<file path="src/rtl/exc_entry_pkg.sv">
package exc_entry_pkg;

  localparam int BIT_A = 8;
  localparam int BIT_I = 7;
  localparam int BIT_F = 6;
  localparam int BIT_T = 5;
  localparam int MODE_W = 5;
  localparam int NUM_REQ = 7;

  localparam logic [MODE_W-1:0] MODE_FIQ = 5'b10001;
  localparam logic [MODE_W-1:0] MODE_IRQ = 5'b10010;
  localparam logic [MODE_W-1:0] MODE_SVC = 5'b10011;
  localparam logic [MODE_W-1:0] MODE_ABT = 5'b10111;
  localparam logic [MODE_W-1:0] MODE_UND = 5'b11011;

  typedef enum logic [2:0] {
    EXC_RESET,
    EXC_DABT,
    EXC_FIQ,
    EXC_IRQ,
    EXC_PABT,
    EXC_UNDEF,
    EXC_SVC
  } excKind_e;

  typedef struct packed {
    logic     fire;
    excKind_e kind;
  } entryCtl_t;

endpackage

</file>
<file path="src/rtl/exc_arbiter.sv">
module exc_arbiter
  import exc_entry_pkg::*;
(
  input  logic               clk,
  input  logic               rstN,
  input  logic [NUM_REQ-1:0] reqLines,
  input  logic               irqMasked,
  input  logic               fiqMasked,
  output entryCtl_t          ctl
);

  logic [NUM_REQ-1:0] qualified;

  always_comb begin
    qualified = reqLines;
    qualified[int'(EXC_FIQ)] = reqLines[int'(EXC_FIQ)] & ~fiqMasked;
    qualified[int'(EXC_IRQ)] = reqLines[int'(EXC_IRQ)] & ~irqMasked;
  end

  always_comb begin
    ctl.fire = |qualified;
    ctl.kind = EXC_RESET;
    for (int idx = NUM_REQ - 1; idx >= 0; idx--) begin
      if (qualified[idx]) ctl.kind = excKind_e'(idx);
    end
  end

  AST_FIRE_NEEDS_REQ: assert property (@(posedge clk) disable iff (!rstN)
    ctl.fire |-> (reqLines != '0));

  AST_NO_MASKED_IRQ: assert property (@(posedge clk) disable iff (!rstN)
    (ctl.fire && ctl.kind == EXC_IRQ) |-> (!irqMasked && !reqLines[int'(EXC_RESET)]));

endmodule

</file>
<file path="src/rtl/exc_datapath.sv">
module exc_datapath
  import exc_entry_pkg::*;
#(
  parameter int DATA_W = 32,
  parameter logic [DATA_W-1:0] HIGH_BASE = 32'hFFFF_0000
)(
  input  logic              clk,
  input  logic              rstN,
  input  entryCtl_t         ctl,
  input  logic [DATA_W-1:0] statusIn,
  input  logic              highVec,
  input  logic [DATA_W-1:0] retAddr,
  output logic              takeStrobe,
  output logic [MODE_W-1:0] newMode,
  output logic [DATA_W-1:0] newStatus,
  output logic [DATA_W-1:0] savedStatus,
  output logic [DATA_W-1:0] linkOut,
  output logic [DATA_W-1:0] vectorPc
);

  localparam int OFF_W = 5;

  logic [OFF_W-1:0]  vecOff;
  logic [MODE_W-1:0] tgtMode;
  logic              setA;
  logic              setF;
  logic [DATA_W-1:0] baseAddr;
  logic [DATA_W-1:0] nxtStatus;
  logic [DATA_W-1:0] nxtSaved;
  logic [DATA_W-1:0] nxtLink;

  always_comb begin
    vecOff  = 5'h00;
    tgtMode = MODE_SVC;
    setA    = 1'b0;
    setF    = 1'b0;
    case (ctl.kind)
      EXC_RESET: begin vecOff = 5'h00; tgtMode = MODE_SVC; setA = 1'b1; setF = 1'b1; end
      EXC_UNDEF: begin vecOff = 5'h04; tgtMode = MODE_UND; end
      EXC_SVC:   begin vecOff = 5'h08; tgtMode = MODE_SVC; end
      EXC_PABT:  begin vecOff = 5'h0C; tgtMode = MODE_ABT; setA = 1'b1; end
      EXC_DABT:  begin vecOff = 5'h10; tgtMode = MODE_ABT; setA = 1'b1; end
      EXC_IRQ:   begin vecOff = 5'h18; tgtMode = MODE_IRQ; end
      EXC_FIQ:   begin vecOff = 5'h1C; tgtMode = MODE_FIQ; setA = 1'b1; setF = 1'b1; end
      default:   begin vecOff = 5'h00; tgtMode = MODE_SVC; end
    endcase
  end

  assign baseAddr = highVec ? HIGH_BASE : '0;

  always_comb begin
    if (ctl.kind == EXC_RESET) begin
      nxtStatus = '0;
      nxtSaved  = '0;
      nxtLink   = '0;
    end else begin
      nxtStatus = statusIn;
      nxtSaved  = statusIn;
      nxtLink   = retAddr;
    end
    nxtStatus[MODE_W-1:0] = tgtMode;
    nxtStatus[BIT_T]      = 1'b0;
    nxtStatus[BIT_I]      = 1'b1;
    if (setA) nxtStatus[BIT_A] = 1'b1;
    if (setF) nxtStatus[BIT_F] = 1'b1;
  end

  always_ff @(posedge clk or negedge rstN) begin
    if (!rstN) begin
      takeStrobe  <= 1'b0;
      newMode     <= '0;
      newStatus   <= '0;
      savedStatus <= '0;
      linkOut     <= '0;
      vectorPc    <= '0;
    end else begin
      takeStrobe <= ctl.fire;
      if (ctl.fire) begin
        newMode     <= tgtMode;
        newStatus   <= nxtStatus;
        savedStatus <= nxtSaved;
        linkOut     <= nxtLink;
        vectorPc    <= baseAddr + DATA_W'(vecOff);
      end
    end
  end

  AST_IRQ_UNMASKED: assert property (@(posedge clk) disable iff (!rstN)
    (takeStrobe && newMode == MODE_IRQ) |-> !$past(statusIn[BIT_I]));

  AST_FIQ_UNMASKED: assert property (@(posedge clk) disable iff (!rstN)
    (takeStrobe && newMode == MODE_FIQ) |-> !$past(statusIn[BIT_F]));

  AST_ENTRY_BITS: assert property (@(posedge clk) disable iff (!rstN)
    takeStrobe |-> (newStatus[BIT_I] && !newStatus[BIT_T]));

  AST_MODE_AGREES: assert property (@(posedge clk) disable iff (!rstN)
    takeStrobe |-> (newStatus[MODE_W-1:0] == newMode));

  AST_VEC_WINDOW: assert property (@(posedge clk) disable iff (!rstN)
    takeStrobe |-> ((vectorPc ^ ($past(highVec) ? HIGH_BASE : '0)) < DATA_W'(32)));

  AST_SAVE_OLD: assert property (@(posedge clk) disable iff (!rstN)
    (takeStrobe && vectorPc[OFF_W-1:0] != '0) |->
      (savedStatus == $past(statusIn) && linkOut == $past(retAddr)));

  AST_HOLD_IDLE: assert property (@(posedge clk) disable iff (!rstN)
    !ctl.fire |=> ($stable(vectorPc) && $stable(newStatus) && !takeStrobe));

endmodule

</file>
<file path="src/rtl/exc_entry_seq.sv">
module exc_entry_seq
  import exc_entry_pkg::*;
#(
  parameter int DATA_W = 32,
  parameter logic [DATA_W-1:0] HIGH_BASE = 32'hFFFF_0000
)(
  input  logic              clk,
  input  logic              rstN,
  input  logic [DATA_W-1:0] statusIn,
  input  logic              resetReq,
  input  logic              undefReq,
  input  logic              svcReq,
  input  logic              pabtReq,
  input  logic              dabtReq,
  input  logic              irqReq,
  input  logic              fiqReq,
  input  logic              highVec,
  input  logic [DATA_W-1:0] retAddr,
  output logic              takeStrobe,
  output logic [MODE_W-1:0] newMode,
  output logic [DATA_W-1:0] newStatus,
  output logic [DATA_W-1:0] savedStatus,
  output logic [DATA_W-1:0] linkOut,
  output logic [DATA_W-1:0] vectorPc
);

  logic [NUM_REQ-1:0] reqLines;
  entryCtl_t          ctl;

  always_comb begin
    reqLines = '0;
    reqLines[int'(EXC_RESET)] = resetReq;
    reqLines[int'(EXC_DABT)]  = dabtReq;
    reqLines[int'(EXC_FIQ)]   = fiqReq;
    reqLines[int'(EXC_IRQ)]   = irqReq;
    reqLines[int'(EXC_PABT)]  = pabtReq;
    reqLines[int'(EXC_UNDEF)] = undefReq;
    reqLines[int'(EXC_SVC)]   = svcReq;
  end

  exc_arbiter u_arb (
    .clk       (clk),
    .rstN      (rstN),
    .reqLines  (reqLines),
    .irqMasked (statusIn[BIT_I]),
    .fiqMasked (statusIn[BIT_F]),
    .ctl       (ctl)
  );

  exc_datapath #(
    .DATA_W    (DATA_W),
    .HIGH_BASE (HIGH_BASE)
  ) u_path (
    .clk         (clk),
    .rstN        (rstN),
    .ctl         (ctl),
    .statusIn    (statusIn),
    .highVec     (highVec),
    .retAddr     (retAddr),
    .takeStrobe  (takeStrobe),
    .newMode     (newMode),
    .newStatus   (newStatus),
    .savedStatus (savedStatus),
    .linkOut     (linkOut),
    .vectorPc    (vectorPc)
  );

endmodule

</file>
<file path="config.mk">
export PLATFORM = sky130hd
export DESIGN_NAME = exc_entry_seq
export DESIGN_NICKNAME = d
export VERILOG_FILES = /design/src/rtl/exc_entry_pkg.sv /design/src/rtl/exc_arbiter.sv /design/src/rtl/exc_datapath.sv /design/src/rtl/exc_entry_seq.sv
export SDC_FILE = /design/constraint.sdc
export NUM_CORES = 1
export LEC_CHECK = 0
export BUFFER_PORTS_ARGS = -buffer_cell sky130_fd_sc_hd__buf_2
export CAP_MARGIN = 20
export CELL_PAD_IN_SITES_DETAIL_PLACEMENT = 2
export CELL_PAD_IN_SITES_GLOBAL_PLACEMENT = 2
export CORE_ASPECT_RATIO = 0.75
export CORE_MARGIN = 2
export CORE_UTILIZATION = 23
export DETAILED_ROUTE_END_ITERATION = 8
export PLACE_DENSITY_LB_ADDON = 0.15
export SLEW_MARGIN = 20
export SYNTH_ARGS = -nofsm -noshare
export SYNTH_HDL_FRONTEND = slang
export SYNTH_SLANG_ARGS = --single-unit
</file>
<file path="constraint.sdc">
create_clock -name clk -period 1 [get_ports clk]
set_input_delay 0.2 -clock clk [delete_from_list [all_inputs] [get_ports clk]]
set_output_delay 0.2 -clock clk [all_outputs]
set_load 0.03 [all_outputs]
</file>
# Word level (Yosys, flattened, before mapping)
# Cells that the tools add are included.
word_totals:
  ff_bits: 133
  latch_bits: 0
  mem_bits_rw: 0
  rom_bits: 0
  in_bits: 74
  mem_count: 0
op_classes:
  addsub: 1
  multipliers: 0
  div: 0
  n_lt_le_gt_ge: 0
  n_eq_ne: 6
  n_shift: 0
  muxes: 16
  n_bitwise: 4
  n_reduce_logical: 5
op_table:
  columns: ["operator", "n"]
  rows:
  - ["$mux W32", 3]
  - ["$add A32 B5 Y32", 1]
  - ["$pmux W5 S6", 1]
  - ["$mux W3", 7]
  - ["$pmux W4 S4", 1]
  - ["$eq A3 B3 Y1 const B", 3]
  - ["$reduce_or A7 Y1", 1]
  - ["$eq A3 B2 Y1 const B", 2]
  - ["$mux W1", 4]
  - ["$reduce_or A2 Y1", 2]
  - ["$reduce_or A4 Y1", 1]
  - ["$eq A3 B1 Y1 const B", 1]
  - ["$logic_not A3 Y1", 1]
  - ["$and A1 B1 Y1", 2]
  - ["$not A1 Y1", 2]

# Depth between registers and ports, before layout
logic_depth:
  word_depth: 11
  ltp_mapped: 6

# Modules after synthesis
# Synthesis repeated with hierarchy kept, for this count alone.
hier_totals:
  hier_cells: 397
  hier_area_um2: 3736.1
by_module_without_submodules:
  columns: ["module", "instances", "cells_each", "area_each_um2", "seq_area_each_um2"]
  rows:
  - ["exc_datapath", 1, 384, 3657.3, 1901.8]
  - ["exc_arbiter", 1, 13, 78.8, 0.0]

# Least setup slack after synthesis
# OpenSTA, ideal clock, no wires.
synth_path:
  path_type: "input -> register"
  from: "input port dabtReq"
  to: "register u_path.vectorPc[30]"
  setup_time_ns: 0.127
  arrival_time_ns: 1.179
  required_time_ns: 0.873
  slack_ns: -0.307
  cell_stages: 5
  path_buffers: 0
  cell_sequence: "or2_4 > nor3_4 > and2_4 > inv_2 > mux2_1"
synth_lines:
  columns: ["element", "line_no", "text"]
  rows:
  - ["from (decl)", "exc_entry_seq.sv:14", "input logic dabtReq,"]
  - ["to (signal assigned)", "exc_datapath.sv:83", "vectorPc <= baseAddr + DATA_W'(vecOff);"]
  - ["to (decl)", "exc_datapath.sv:18", "output logic [DATA_W-1:0] vectorPc"]

==> out/qor.txt <==
Outcome -> finished, violations left
Failing checks -> setup timing
Yosys reg bits -> 76
Total power -> 9.49 mW
Critical Path RT -> 0.80 ns
Site row count -> 38
Floorplan core area -> 14300 um2
Post-route cell area -> 6480 um2
GRT busiest layer -> met2
Worst Setup End Kind -> output pin
Initial antenna violation count -> 0
Worst-path maximum fanout -> 9
Initial DRC count -> 82
Routed wire length -> 14100 um
Total CTS buffers -> 9
FILL cells -> 1425
Setup Viol. Count Final -> 192
RR Endpoint -> u_path.savedStatus[19]$_DFFE_PN0P_
First-pass GRT wire length -> 20800 um
Worst-Skew Late Latency -> 0.34 ns
Slowest CP cell -> dfrtp_2
Gate Count Post-Synth -> 262
PwrDens -> 1460 nW/um2
Achievable Freq -> 799 MHz
Seq/Total Area, Yosys -> 0.569
Most common cell in the netlist -> dfrtp_1
Met2 Resource Use GR -> 0.296
Top Ports -> 208
Worst Hold End -> u_path.savedStatus[4]$_DFFE_PN0P_
Post-DP HPWL -> 7770 um
Leading area contributor after synthesis -> dfrtp_1
Max_cap viols -> 0
Top-area cell type share of the netlist area -> 0.569
Finished Core Util -> 0.453
Initial core utilization -> 0.234
Post-DRT Antenna Nets -> 0
Worst Hold Launch -> statusIn[4]
Clock sinks -> 76
Max clock buf depth -> 2
Synth Flop Type -> dfrtp_1
Final GP Congestion -> 0.809
Register-to-register setup slack -> -0.01 ns
CP Cell Sequence -> buf_6 -> buf_6
Mapped Area -> 3340 um2
Synth area leaders -> dfrtp_1 (57%), a22o_1 (17%), buf_4 (14%)
Final-stage net count -> 595
Hold path depth -> 2
EDFF count, synth -> 0
Total grt overflow -> 0
Critical Path Max Stage Delay -> 0.41 ns
Hold Fails Final Rpt -> 0
Syn Area/Cell -> 12.8 um2
Vias in the first global route -> 3389
Vias/cell -> 4.30
Synth cell count leaders -> dfrtp_1 (76), a22o_1 (65), buf_4 (64)
Syn-to-layout area delta -> 94.0%
Met3 usage in global routing -> 0.0540
Worst path most repeated cell -> buf_6
Skew final -> 0 ns
TritonRoute pass-1 iters -> 4
Final Cycle Share -> 1.25
Data arrival time of the critical path -> 1.05 ns
Worst IR Drop VDD -> 0.804 mV
Kind of critical path -> register to output pin
Largest net degree at the start of global routing -> 40
Reg2Reg Depth -> 3
Root buffer cell -> clkbuf_16
Startpoint of the worst register-to-register path -> u_path.savedStatus[19]$_DFFE_PN0P_
Final min period -> 1.25 ns
Met1 usage -> 0.234
H-tree depth -> 3
Placed Area -> 4380 um2
Die height -> 108 um
Share of post-route cells with drive strength above 1 -> 0.661
Asr flop ratio synth -> 1.00
Die X -> 143 um
Routed WL per cell -> 19.5 um
Residual DRC count -> 0
All-Layer GR Usage -> 0.180
Count of cell types in the netlist -> 33
Die Area -> 15500 um2
Vias -> 3115
Synth Warn # -> 0
Worst setup margin -> -0.251 ns
Ant diodes -> 0
CTS clk-pin slew, worst paths -> 0.06 ns
Leakage power total -> 3.31 nW
Worst hold path class -> input pin to register
Count of port buffers added during placement -> 193
Max Transition Viols Final -> 0
CP startpoint kind -> register
RSZ-0062 raised after global routing -> yes
CTS tree -> yes
metrics by stage:
step	worst slack, ns	setup TNS (ns)	hold slack, ns	cells
after detailed placement	-0.483	-34.77	0.205	628
after global routing	-0.284	-32.86	0.0626	725
after CTS	-0.259	-28.98	0.0628	708
after floorplan	-0.271	-19.19	-0.0956	275
after global placement	-0.464	-32.71	0.196	628
final	-0.251	-27.24	0.0756	725
how the worst max path moves through the flow:
stage | start | to | slack, ns | cells past startpoint
after detailed placement | statusIn[7] | u_path.savedStatus[24]$_DFFE_PN0P_ | -0.48 | 6
after global placement | statusIn[7] | u_path.savedStatus[12]$_DFFE_PN0P_ | -0.46 | 6
after floorplan | statusIn[6] | u_path.vectorPc[30]$_DFFE_PN0P_ | -0.27 | 5
after CTS | u_path.vectorPc[30]$_DFFE_PN0P_ | vectorPc[22] | -0.26 | 2
after global routing | u_path.vectorPc[30]$_DFFE_PN0P_ | vectorPc[22] | -0.28 | 2
final | u_path.vectorPc[30]$_DFFE_PN0P_ | vectorPc[22] | -0.25 | 2
layer usage:
layer  part of all wire  vias to the layer above  wire (um)
li1                   -                     1393          -
met1               0.42                     1573       5990
met2               0.49                      135       6990
met3              0.068                       14        966
met4              0.013                        0        189
met5                  0                        -          0
logic make-up after synthesis:
kind of cell    Yosys count  synth area share
compound gates           84             0.207
other cells               1           0.00112
buf+inv                  76             0.172
mux                       1           0.00337
simple gates             24            0.0472
flops                    76             0.569
report_power, final:
group          total (mW)  internal, mW  switching (mW)  leakage, nW
registers            3.53          3.31           0.225        0.948
logic                2.91          1.43            1.48         2.23
clock network        3.05          1.73            1.32        0.131
worst max-delay path, delay by kind of cell (launching register included):
kind | cells | cell delay (ns)
buffers and inverters | 2 | 0.29
DFF | 1 | 0.41
repair_timing:
action                                  4_1_cts  5_1_grt
cloned                                       13        0
endpoints found under the setup margin      191      195
hold endpoints to repair                     76        0
hold buffers                                  1        0
resized for setup                           294       20
buffers inserted                             52       28
pin swaps                                    12       17
placed cells by master (no fill, tap or decap), types with 2 or more instances in the layout:
cell / n
buf_6: 138
dfrtp_2: 5
inv_1: 4
a21oi_1: 4
clkbuf_16: 9
nand2b_4: 3
nand2b_1: 2
buf_12: 12
a2bb2oi_2: 2
nor2_1: 3
a21oi_2: 4
buf_16: 8
buf_8: 5
nor3_4: 2
nor2_4: 2
a22o_1: 65
buf_4: 76
conb_1: 14
dfrtp_1: 71
nand2_1: 2
clkinv_2: 2
nor3_1: 2
buf_2: 66
state kept, by name, summed over array words and instances (netlist names):
name,count
u_path.newStatus,3
u_path.takeStrobe,1
u_path.savedStatus,32
u_path.newMode,4
u_path.vectorPc,4
u_path.linkOut,32
area by class of cell:
| type | count | area [um2] | share of cell area |
|---|---|---|---|
| multi-input combinational | 123 | 1030 | 0.159 |
| tap | 200 | 250 | 0.0386 |
| sequential | 76 | 1910 | 0.294 |
| clock buffer | 11 | 243 | 0.0374 |
| clock inverter | 4 | 26.3 | 0.00405 |
| inverter | 5 | 26.3 | 0.00405 |
| timing repair buffer | 306 | 3000 | 0.463 |
Power figures use the tool's default switching activity.
